<file path="config.mk">
export PLATFORM = sky130hd
export DESIGN_NAME = brownout_seq
export DESIGN_NICKNAME = d
export VERILOG_FILES = /design/src/rtl/bo_pkg.sv /design/src/rtl/bo_sync.sv /design/src/rtl/bo_stab_cnt.sv /design/src/rtl/bo_port_ovr.sv /design/src/rtl/brownout_seq.sv
export SDC_FILE = /design/constraint.sdc
export NUM_CORES = 1
export LEC_CHECK = 0
export ABC_AREA = 1
export BUFFER_PORTS_ARGS = -buffer_cell sky130_fd_sc_hd__buf_2
export CELL_PAD_IN_SITES_DETAIL_PLACEMENT = 0
export CELL_PAD_IN_SITES_GLOBAL_PLACEMENT = 1
export CORE_MARGIN = 5
export CORE_UTILIZATION = 30
export DETAILED_ROUTE_END_ITERATION = 10
export PLACE_DENSITY = 0.69
export SETUP_SLACK_MARGIN = 0.2
export SLEW_MARGIN = 10
export SYNTH_ARGS = -nofsm -noshare
export SYNTH_HDL_FRONTEND = slang
export SYNTH_SLANG_ARGS = --single-unit
</file>
<file path="constraint.sdc">
create_clock -name clk -period 1.55 [get_ports clk]
set_input_delay 0.0775 -clock clk [delete_from_list [all_inputs] [get_ports clk]]
set_output_delay 0.0775 -clock clk [all_outputs]
set_load 0.02 [all_outputs]
</file>
<file path="src/rtl/bo_pkg.sv">
package bo_pkg;
  typedef enum logic [2:0] {
    ST_STAB,
    ST_FLO,
    ST_FHI,
    ST_FEND,
    ST_RUN,
    ST_LOCK
  } bo_state_e;

  localparam logic [15:0] VEC_LO_ADDR = 16'hFFFE;
  localparam logic [15:0] VEC_HI_ADDR = 16'hFFFF;
endpackage

</file>
<file path="src/rtl/bo_sync.sv">
module bo_sync #(
  parameter int STAGES = 2
) (
  input  logic clk,
  input  logic rst,
  input  logic d,
  output logic q
);
  logic [STAGES-1:0] sh;

  always_ff @(posedge clk) begin
    if (rst) sh <= '0;
    else     sh <= {sh[STAGES-2:0], d};
  end

  assign q = sh[STAGES-1];
endmodule

</file>
<file path="src/rtl/bo_stab_cnt.sv">
module bo_stab_cnt #(
  parameter int LIMIT = 1024
) (
  input  logic clk,
  input  logic clr,
  input  logic en,
  output logic done
);
  localparam int W = (LIMIT > 2) ? $clog2(LIMIT) : 1;
  localparam logic [W-1:0] LAST = W'(LIMIT - 1);

  logic [W-1:0] cnt;

  always_ff @(posedge clk) begin
    if (clr)     cnt <= '0;
    else if (en) cnt <= cnt + 1'b1;
  end

  assign done = en && (cnt == LAST);
endmodule

</file>
<file path="src/rtl/bo_port_ovr.sv">
module bo_port_ovr #(
  parameter int           N       = 8,
  parameter logic [N-1:0] PU_MASK = '1
) (
  input  logic         clk,
  input  logic         rst,
  input  logic         run_nx,
  input  logic         lock_nx,
  input  logic [N-1:0] sw_dir,
  output logic [N-1:0] port_dir,
  output logic [N-1:0] port_pu
);
  for (genvar i = 0; i < N; i++) begin : g_pin
    always_ff @(posedge clk) begin
      if (rst) begin
        port_dir[i] <= 1'b0;
        port_pu[i]  <= 1'b0;
      end else begin
        port_dir[i] <= run_nx & sw_dir[i];
        port_pu[i]  <= lock_nx & PU_MASK[i];
      end
    end
  end
endmodule

</file>
<file path="src/rtl/brownout_seq.sv">
module brownout_seq #(
  parameter int           N           = 8,
  parameter int           STAB_CYC    = 1024,
  parameter int           SYNC_STAGES = 2,
  parameter logic [N-1:0] PU_MASK     = '1
) (
  input  logic         clk,
  input  logic         rst,
  input  logic         lv_in,
  input  logic         wake_req,
  input  logic [N-1:0] sw_dir,
  input  logic [7:0]   rd_data,
  output logic [N-1:0] port_dir,
  output logic [N-1:0] port_pu,
  output logic         wake_ok,
  output logic         core_run,
  output logic         rd_en,
  output logic [15:0]  rd_addr,
  output logic [15:0]  start_addr
);
  import bo_pkg::*;

  bo_state_e  st, nxt;
  logic       lv_s;
  logic       stab_done;
  logic [7:0] lo_q;
  logic       in_lock;

  bo_sync #(.STAGES(SYNC_STAGES)) u_sync (
    .clk (clk),
    .rst (rst),
    .d   (lv_in),
    .q   (lv_s)
  );

  bo_stab_cnt #(.LIMIT(STAB_CYC)) u_stab (
    .clk  (clk),
    .clr  (rst || (st != ST_STAB)),
    .en   (st == ST_STAB),
    .done (stab_done)
  );

  // Lockout entry outranks every sequencing step; reset outranks all.
  always_comb begin
    nxt = st;
    if (lv_s && (st != ST_LOCK)) begin
      nxt = ST_LOCK;
    end else begin
      case (st)
        ST_STAB: if (stab_done) nxt = ST_FLO;
        ST_FLO:  nxt = ST_FHI;
        ST_FHI:  nxt = ST_FEND;
        ST_FEND: nxt = ST_RUN;
        default: nxt = st;
      endcase
    end
    if (rst) nxt = ST_STAB;
  end

  always_ff @(posedge clk) begin
    st       <= nxt;
    rd_en    <= (nxt == ST_FLO) || (nxt == ST_FHI);
    core_run <= (nxt == ST_RUN);
    wake_ok  <= (nxt == ST_RUN) && wake_req;
  end

  always_ff @(posedge clk) begin
    if (rst) begin
      rd_addr    <= '0;
      start_addr <= '0;
      lo_q       <= '0;
    end else begin
      if (nxt == ST_FLO)      rd_addr <= VEC_LO_ADDR;
      else if (nxt == ST_FHI) rd_addr <= VEC_HI_ADDR;
      if ((st == ST_FHI) && (nxt == ST_FEND)) lo_q <= rd_data;
      if ((st == ST_FEND) && (nxt == ST_RUN)) start_addr <= {rd_data, lo_q};
    end
  end

  bo_port_ovr #(.N(N), .PU_MASK(PU_MASK)) u_ports (
    .clk      (clk),
    .rst      (rst),
    .run_nx   (nxt == ST_RUN),
    .lock_nx  (nxt == ST_LOCK),
    .sw_dir   (sw_dir),
    .port_dir (port_dir),
    .port_pu  (port_pu)
  );

  assign in_lock = (st == ST_LOCK);
endmodule

</file>
# Word level (Yosys, flattened, before mapping)
# Index checks and enable logic that the tools add are counted.
dict set report op_classes {
  n_bitwise 8
  eq_ne 10
  div_mod_pow 0
  shifts 0
  n_mux 6
  addsub 1
  order_cmp 0
  reduce_logical 11
  multipliers 0
}
# op count
set ops {}
lappend ops {{2-to-1 mux 16 bit} 2}
lappend ops {{== test 3 x 2 -> 1 bit, second input constant} 4}
lappend ops {{one-hot mux 3 bit (4 select lines)} 1}
lappend ops {{adder 10 x 1 -> 10 bit, second input constant} 1}
lappend ops {{== test 10 bit, second input constant} 1}
lappend ops {{2-to-1 mux 3 bit} 3}
lappend ops {{bitwise AND 1 bit} 8}
lappend ops {{== test 3 x 1 -> 1 bit, second input constant} 2}
lappend ops {{== test 3 bit, second input constant} 2}
lappend ops {{logical AND 1 bit} 5}
lappend ops {{zero test 3 bit} 1}
lappend ops {{inequality test 3 bit, second input constant} 1}
lappend ops {{nonzero test 3 bit} 1}
lappend ops {{logical OR 1 bit} 2}
lappend ops {{nonzero test 2 bit} 1}
lappend ops {{OR reduction 2 bit} 1}
dict set report totals {
  latch_bits 0
  inputBits 20
  ram_bits 0
  out_inout_bits 51
  n_memories 0
  regBits 67
  romBits 0
}

# Depth between registers and ports, before layout
dict set report depth {
  word_depth 9
  ltp_mapped 11
  mapped_depth_nobuf 11
}

# Hierarchy
# Synthesis repeated with hierarchy kept, for this count alone.
dict set report hier_totals {
  hier_cells 313
  hier_area_um2 2311.0
}
# mod seq_area_each_um2 cells_each area_per_inst_um2 instances
set by_module_without_submodules {}
lappend by_module_without_submodules {brownout_seq 640.6 204 1476.4 1}
lappend by_module_without_submodules {bo_stab_cnt 200.2 67 469.2 1}
lappend by_module_without_submodules {bo_port_ovr 180.2 36 310.3 1}
lappend by_module_without_submodules {bo_sync 40.0 6 55.1 1}

# Worst setup path after synthesis
# Ideal clock, no wire load.
dict set report synth_timing {
  kind {register to register}
  start {register u_stab.cnt[0]}
  end {register rd_addr[14]}
  arrival_time_ps 1331
  path_slack_ps 110
  n_path_buf 0
  setup_ps 109
  path_stages_with_launch 11
  period_less_slack_ps 1440
  path_cell_list {dfxtp_1 > ha_1 > nand3_1 > nor2_1 > nand2_2 > nand2_1 > nand2_2 > nand2_1 > nand3_1 > nand2_1 > inv_1}
}
dict set report synth_between {
  elab_chain_cells 8
  elab_cells_between_ends 10
  cone_classes {3 x eq/ne; 5 x mux; 2 x reduce/logical}
}
# item line_no
set synth_rtl {}
lappend synth_rtl {{start: declaration} bo_stab_cnt.sv:12} ;# logic [W-1:0] cnt;
lappend synth_rtl {{start signal: assignment} bo_stab_cnt.sv:16} ;# else if (en) cnt <= cnt + 1'b1;
lappend synth_rtl {{== test 10 bit (*)} bo_stab_cnt.sv:19} ;# assign done = en && (cnt == LAST);
lappend synth_rtl {{logical AND 1 bit (*)} bo_stab_cnt.sv:19}
lappend synth_rtl {{2-to-1 mux 3 bit (*)} brownout_seq.sv:50} ;# ST_STAB: if (stab_done) nxt = ST_FLO;
lappend synth_rtl {{one-hot mux 3 bit (4 select lines) (*)} brownout_seq.sv:49} ;# case (st)
lappend synth_rtl {{2-to-1 mux 3 bit (*)} brownout_seq.sv:46} ;# if (lv_s && (st != ST_LOCK)) begin
lappend synth_rtl {{2-to-1 mux 3 bit (*)} brownout_seq.sv:57} ;# if (rst) nxt = ST_STAB;
lappend synth_rtl {{== test 3 x 1 -> 1 bit / == test 3 x 2 -> 1 bit (equally long branches)} {brownout_seq.sv:73, brownout_seq.sv:74}}
lappend synth_rtl {{2-to-1 mux 16 bit / nonzero test 2 bit (equally long branches)} n/a}
lappend synth_rtl {{end signal: assignment} brownout_seq.sv:69} ;# rd_addr <= '0;
lappend synth_rtl {{end signal: assignment} brownout_seq.sv:73} ;# if (nxt == ST_FLO) rd_addr <= VEC_LO_ADDR;
lappend synth_rtl {{end signal: assignment} brownout_seq.sv:74} ;# else if (nxt == ST_FHI) rd_addr <= VEC_HI_ADDR;
lappend synth_rtl {{end: declaration} brownout_seq.sv:18} ;# output logic [15:0] rd_addr,
# Mark *: on every way between the ends. The rest lies on a longest branch, timed or not.
# A chain may end at the register's enable or synchronous reset.

# Worst setup path in the final report
# Ends and elaborated chain as after synthesis.

==> results summary <==
The die width came out at about 96 um. The share of power burned in registers is 50.2%. The number of nets with antenna violations after detailed routing came out at 0. The total power per unit cell area came out at 920 nW/um2. The fraction of layout instances using a drive strength above 1 is 39.4%.

Once routing completed, OpenROAD measured the worst setup slack at between 0.15 and 0.2 ns. The number of iterations in the first detailed-routing pass came out at 4. Synthesis produced 297 cells. The worst path uses 88.7% of the clock period.

The chip height came out at 96.2 um. On the final layout, the worst hold slack is 0.0356 ns. The post-synthesis area per instance came out at 7.51 um2. The worst slack at placement is 0.0909 ns. The internal power consumption is 2.12 mW. The total half-perimeter wirelength after legalization and detailed placement is around 3100 um. The category of the most critical setup path is reg -> reg. The final-report hold violation count is 0.

In this run, distinct cell masters in the synthesized netlist total 25. Counting the fill cells in the layout gives between 700 and 800. Among cell families on the critical path, the largest total delay comes from simple AND/OR/NAND/NOR gates. The initial standard-cell utilization of the core came out at 30.8%. In this run the register-to-register setup slack is 0.17 ns.

The endpoint of the worst register-to-register path is rd_addr[14]. The final critical-path required period came out at roughly 1.4 ns. The critical path arrival is 1.58 ns.

The die covers 9260 um2. The final number of max-transition violations is 0. The maximum count of clock buffers along a single path is 2. The top achievable clock speed came out at roughly 0.73 GHz.

The most repeated library cell on the critical path is nand2_2. For the final routed database, the setup TNS stands at 0 ns. The final RePlAce weighted congestion is 0.797. The measured slew at the worst slew-check pin is a little over 0.5 ns. The startpoint identified for the worst register-to-register timing path is u_stab.cnt[0]. The number of antenna violations at the first check in global routing is 0. The net count of the mapped netlist is 318. The global router's overall resource usage came out at 10.1%. The final antenna diode count came out at 0. The source of the critical timing path is u_stab.cnt[0]. The final routed DRC violation total came out at 0. Net switching is between 20 and 30% of the power. The number of buffer and inverter instances along the worst setup path is 1.

The number of violations of the max-capacitance limit came out at 0. The core area is 7250 um2. The relative area change from synthesis to final layout is 41.3%. The path class of the tightest hold or removal check is in -> reg. The cell row count came out at 31. At the end of the flow, the number of nets in the layout was 401. The number of I/O pins is 71. The leakage component of the power came out at 1.61 nW. The biggest fanout along the worst timing path came out at 5. The run finished with clean final reports. The count of buffers added on input and output ports is 70. The combinational fraction of design power is 16.2%. The final wirelength is ~5300 um. The total overflow reported by the global router came out at 0. Setup repair after global routing could not meet its margin everywhere. The net switching power is 0.782 mW. The wire length of the first global-routing pass came out at 7270 um. The cell area after technology mapping came out at 2230 um2. In this run, the number of DRC markers left after iteration 0 of detailed routing was 77. The root buffer cell chosen for the clock tree is clkbuf_8.

The via count of the first global-routing pass was 1,617. IR analysis of the VDD net gives a maximum drop of 0.315 mV. The portion of total power attributed to the clock network is roughly a third. The clock slew at the register clock pins of the worst setup and hold paths came out at 0.10 ns. The mean number of vias per cell came out at 4.10.

Summing all placed instances gives a cell area of 2530 um2. The total number of vias came out at approximately 2,000. In the layout the commonest cells are buf_2 (70), nand2_1 (54), nor2_1 (48). In this run the worst setup path terminates at rd_addr[14].

The clock network latency to the later pin of the worst-skew pair is 0.30 ns. The post-route clock skew came out at slightly above 0.008 ns. The number of cell instances on the worst register-to-register path came out at 10. The kind of launch point of the worst setup path is a flip-flop. Leaving out fill and tap cells, the most frequent cell in the layout is buf_2. The total stage count of the critical path came out at 10. The critical path data required time came out at roughly 1.8 ns. The signal on the critical path passes through ha_4 -> nand3_4 -> nor2_4 -> nand2_2 -> nand2_2 -> nand2_4 -> nand2_2 -> nand3_1 -> nand2_1 -> inv_1. Counting the buffers created by CTS gives 5.

The total of flip-flops plus latches after synthesis is 53. The headroom to the max-slew limit came out at 66.2%. The wire length per cell after detailed routing is 11.0 um. The sequential area share after synthesis is around 48%.

The longest individual stage delay on the worst path came out at 0.38 ns. The CTS tree is built. The summed area of non-filler cells in the final layout came out at around 3200 um2. The maximum number of pins on one net before global-route repair is 33. The clock drives 53 sinks. The warning count from the yosys run is 0.

The number of failing setup endpoints in the final timing report came out at 0. Among all stages on the critical path, the largest delay is contributed by dfxtp_4. The type of element capturing the critical path is a flip-flop. The H-tree depth reported by CTS is 2.
[cell families (layout without fill, tap and decap cells)]
logic type | Yosys count | in the layout | synth area share, %
adders and majority gates | 1 | 1 | 0.561
xor gates and xnor gates | 4 | 4 | 1.57
AOI/OAI and AO/OA | 16 | 16 | 3.59
and+or+nand+nor | 149 | 150 | 29.4
DFF | 53 | 53 | 47.6
buffers and inverters | 74 | 157 | 17.3
[Yosys cell counts]
master   instances  area share [%]
nor4_1           1            0.28
nand3_2          1            0.45
a21oi_1          5             1.1
nand2_1         67              11
xnor2_1          2            0.79
ha_1             1            0.56
nor3_4           1            0.73
dfxtp_1         53              48
nand3_4          1            0.79
nand4_4          1            0.95
nand3_1          7             1.6
buf_4           22             7.4
nand4_1          1            0.28
buf_2            3            0.67
inv_2            3            0.50
nor2_2           1            0.28
or2_2            1            0.28
o21ai_0         11             2.5
nor3_1           1            0.22
nand2_2          4             1.1
nor2_1          61              10
nor2_8           1            0.90
inv_1           43             7.2
buf_6            3             1.5
xor2_1           2            0.79
[repair_timing]
item	4_1_cts	5_1_grt
endpoints found under the setup margin	30	39
buffers inserted	1	10
gates resized for setup	11	50
endpoints found under the hold margin	17	0
hold buffers	17	0
cloned	0	4
pin swaps	4	10
[registers in the layout, summed over array words and instances (netlist names)]
| name | cells |
|---|---|
| core_run | 1 |
| lo_q | 8 |
| start_addr | 16 |
| u_ports.port_pu | 1 |
| rd_addr | 2 |
| u_stab.cnt | 10 |
| wake_ok | 1 |
| rd_en | 1 |
| st | 3 |
| u_ports.port_dir | 8 |
| u_sync.sh | 2 |
[worst register-to-register path: stages (launching register included)]
cell,delay [ns]
dfxtp_4,0.38
ha_4,0.15
nand3_4,0.08
nor2_4,0.13
nand2_2,0.09
nand2_2,0.10
nand2_4,0.10
nand2_2,0.10
nand3_1,0.07
nand2_1,0.06
inv_1,0.03
[metrics by stage]
stage / total power, mW / std cells / utilization (%)
global route: 3.04 / 480 / 43.5
finish: 2.90 / 480 / 43.5
CTS: 2.88 / 466 / 39.5
global placement: 1.85 / 440 / 34.9
floorplan: 1.79 / 297 / -
detailed placement: 1.85 / 440 / 34.9
[how the worst min path moves through the flow]
stage                          end       start  slack [ns]  depth (start not counted)
CTS                        lo_q[4]  rd_data[4]       0.009                          3
global route        start_addr[12]  rd_data[4]        0.03                          3
detailed placement    u_sync.sh[0]       lv_in        0.29                          3
finish              start_addr[12]  rd_data[4]        0.04                          3
floorplan             u_sync.sh[0]       lv_in        0.18                          2
global placement      u_sync.sh[0]       lv_in        0.28                          3
[layout make-up]
class / instances / area [um2] / share of cell area [%]
flip-flops and latches: 53 / 1080 / 34.3
multi-input cells: 171 / 953 / 30.3
repair buffers: 103 / 692 / 22.0
inverters: 46 / 180 / 5.72
well taps: 99 / 124 / 3.93
clock buffers: 6 / 82.6 / 2.62
clock inverters: 2 / 37.5 / 1.19
[layer usage]
layer | track usage, % | wire, um
met3 | 2.81 | 344
met1 | 12.7 | 2430
met2 | 15.8 | 2370
met5 | 0 | 0
met4 | 5.33 | 108
[power by group through the flow]
stage	Sequential, mW	Combinational [mW]	Clock [mW]
global route	1.47	0.511	1.06
global placement	1.48	0.366	0
detailed placement	1.48	0.365	0
floorplan	1.51	0.281	0
finish	1.46	0.469	0.973
CTS	1.46	0.407	1.01
Note: power is estimated with default switching activity, not from simulation.
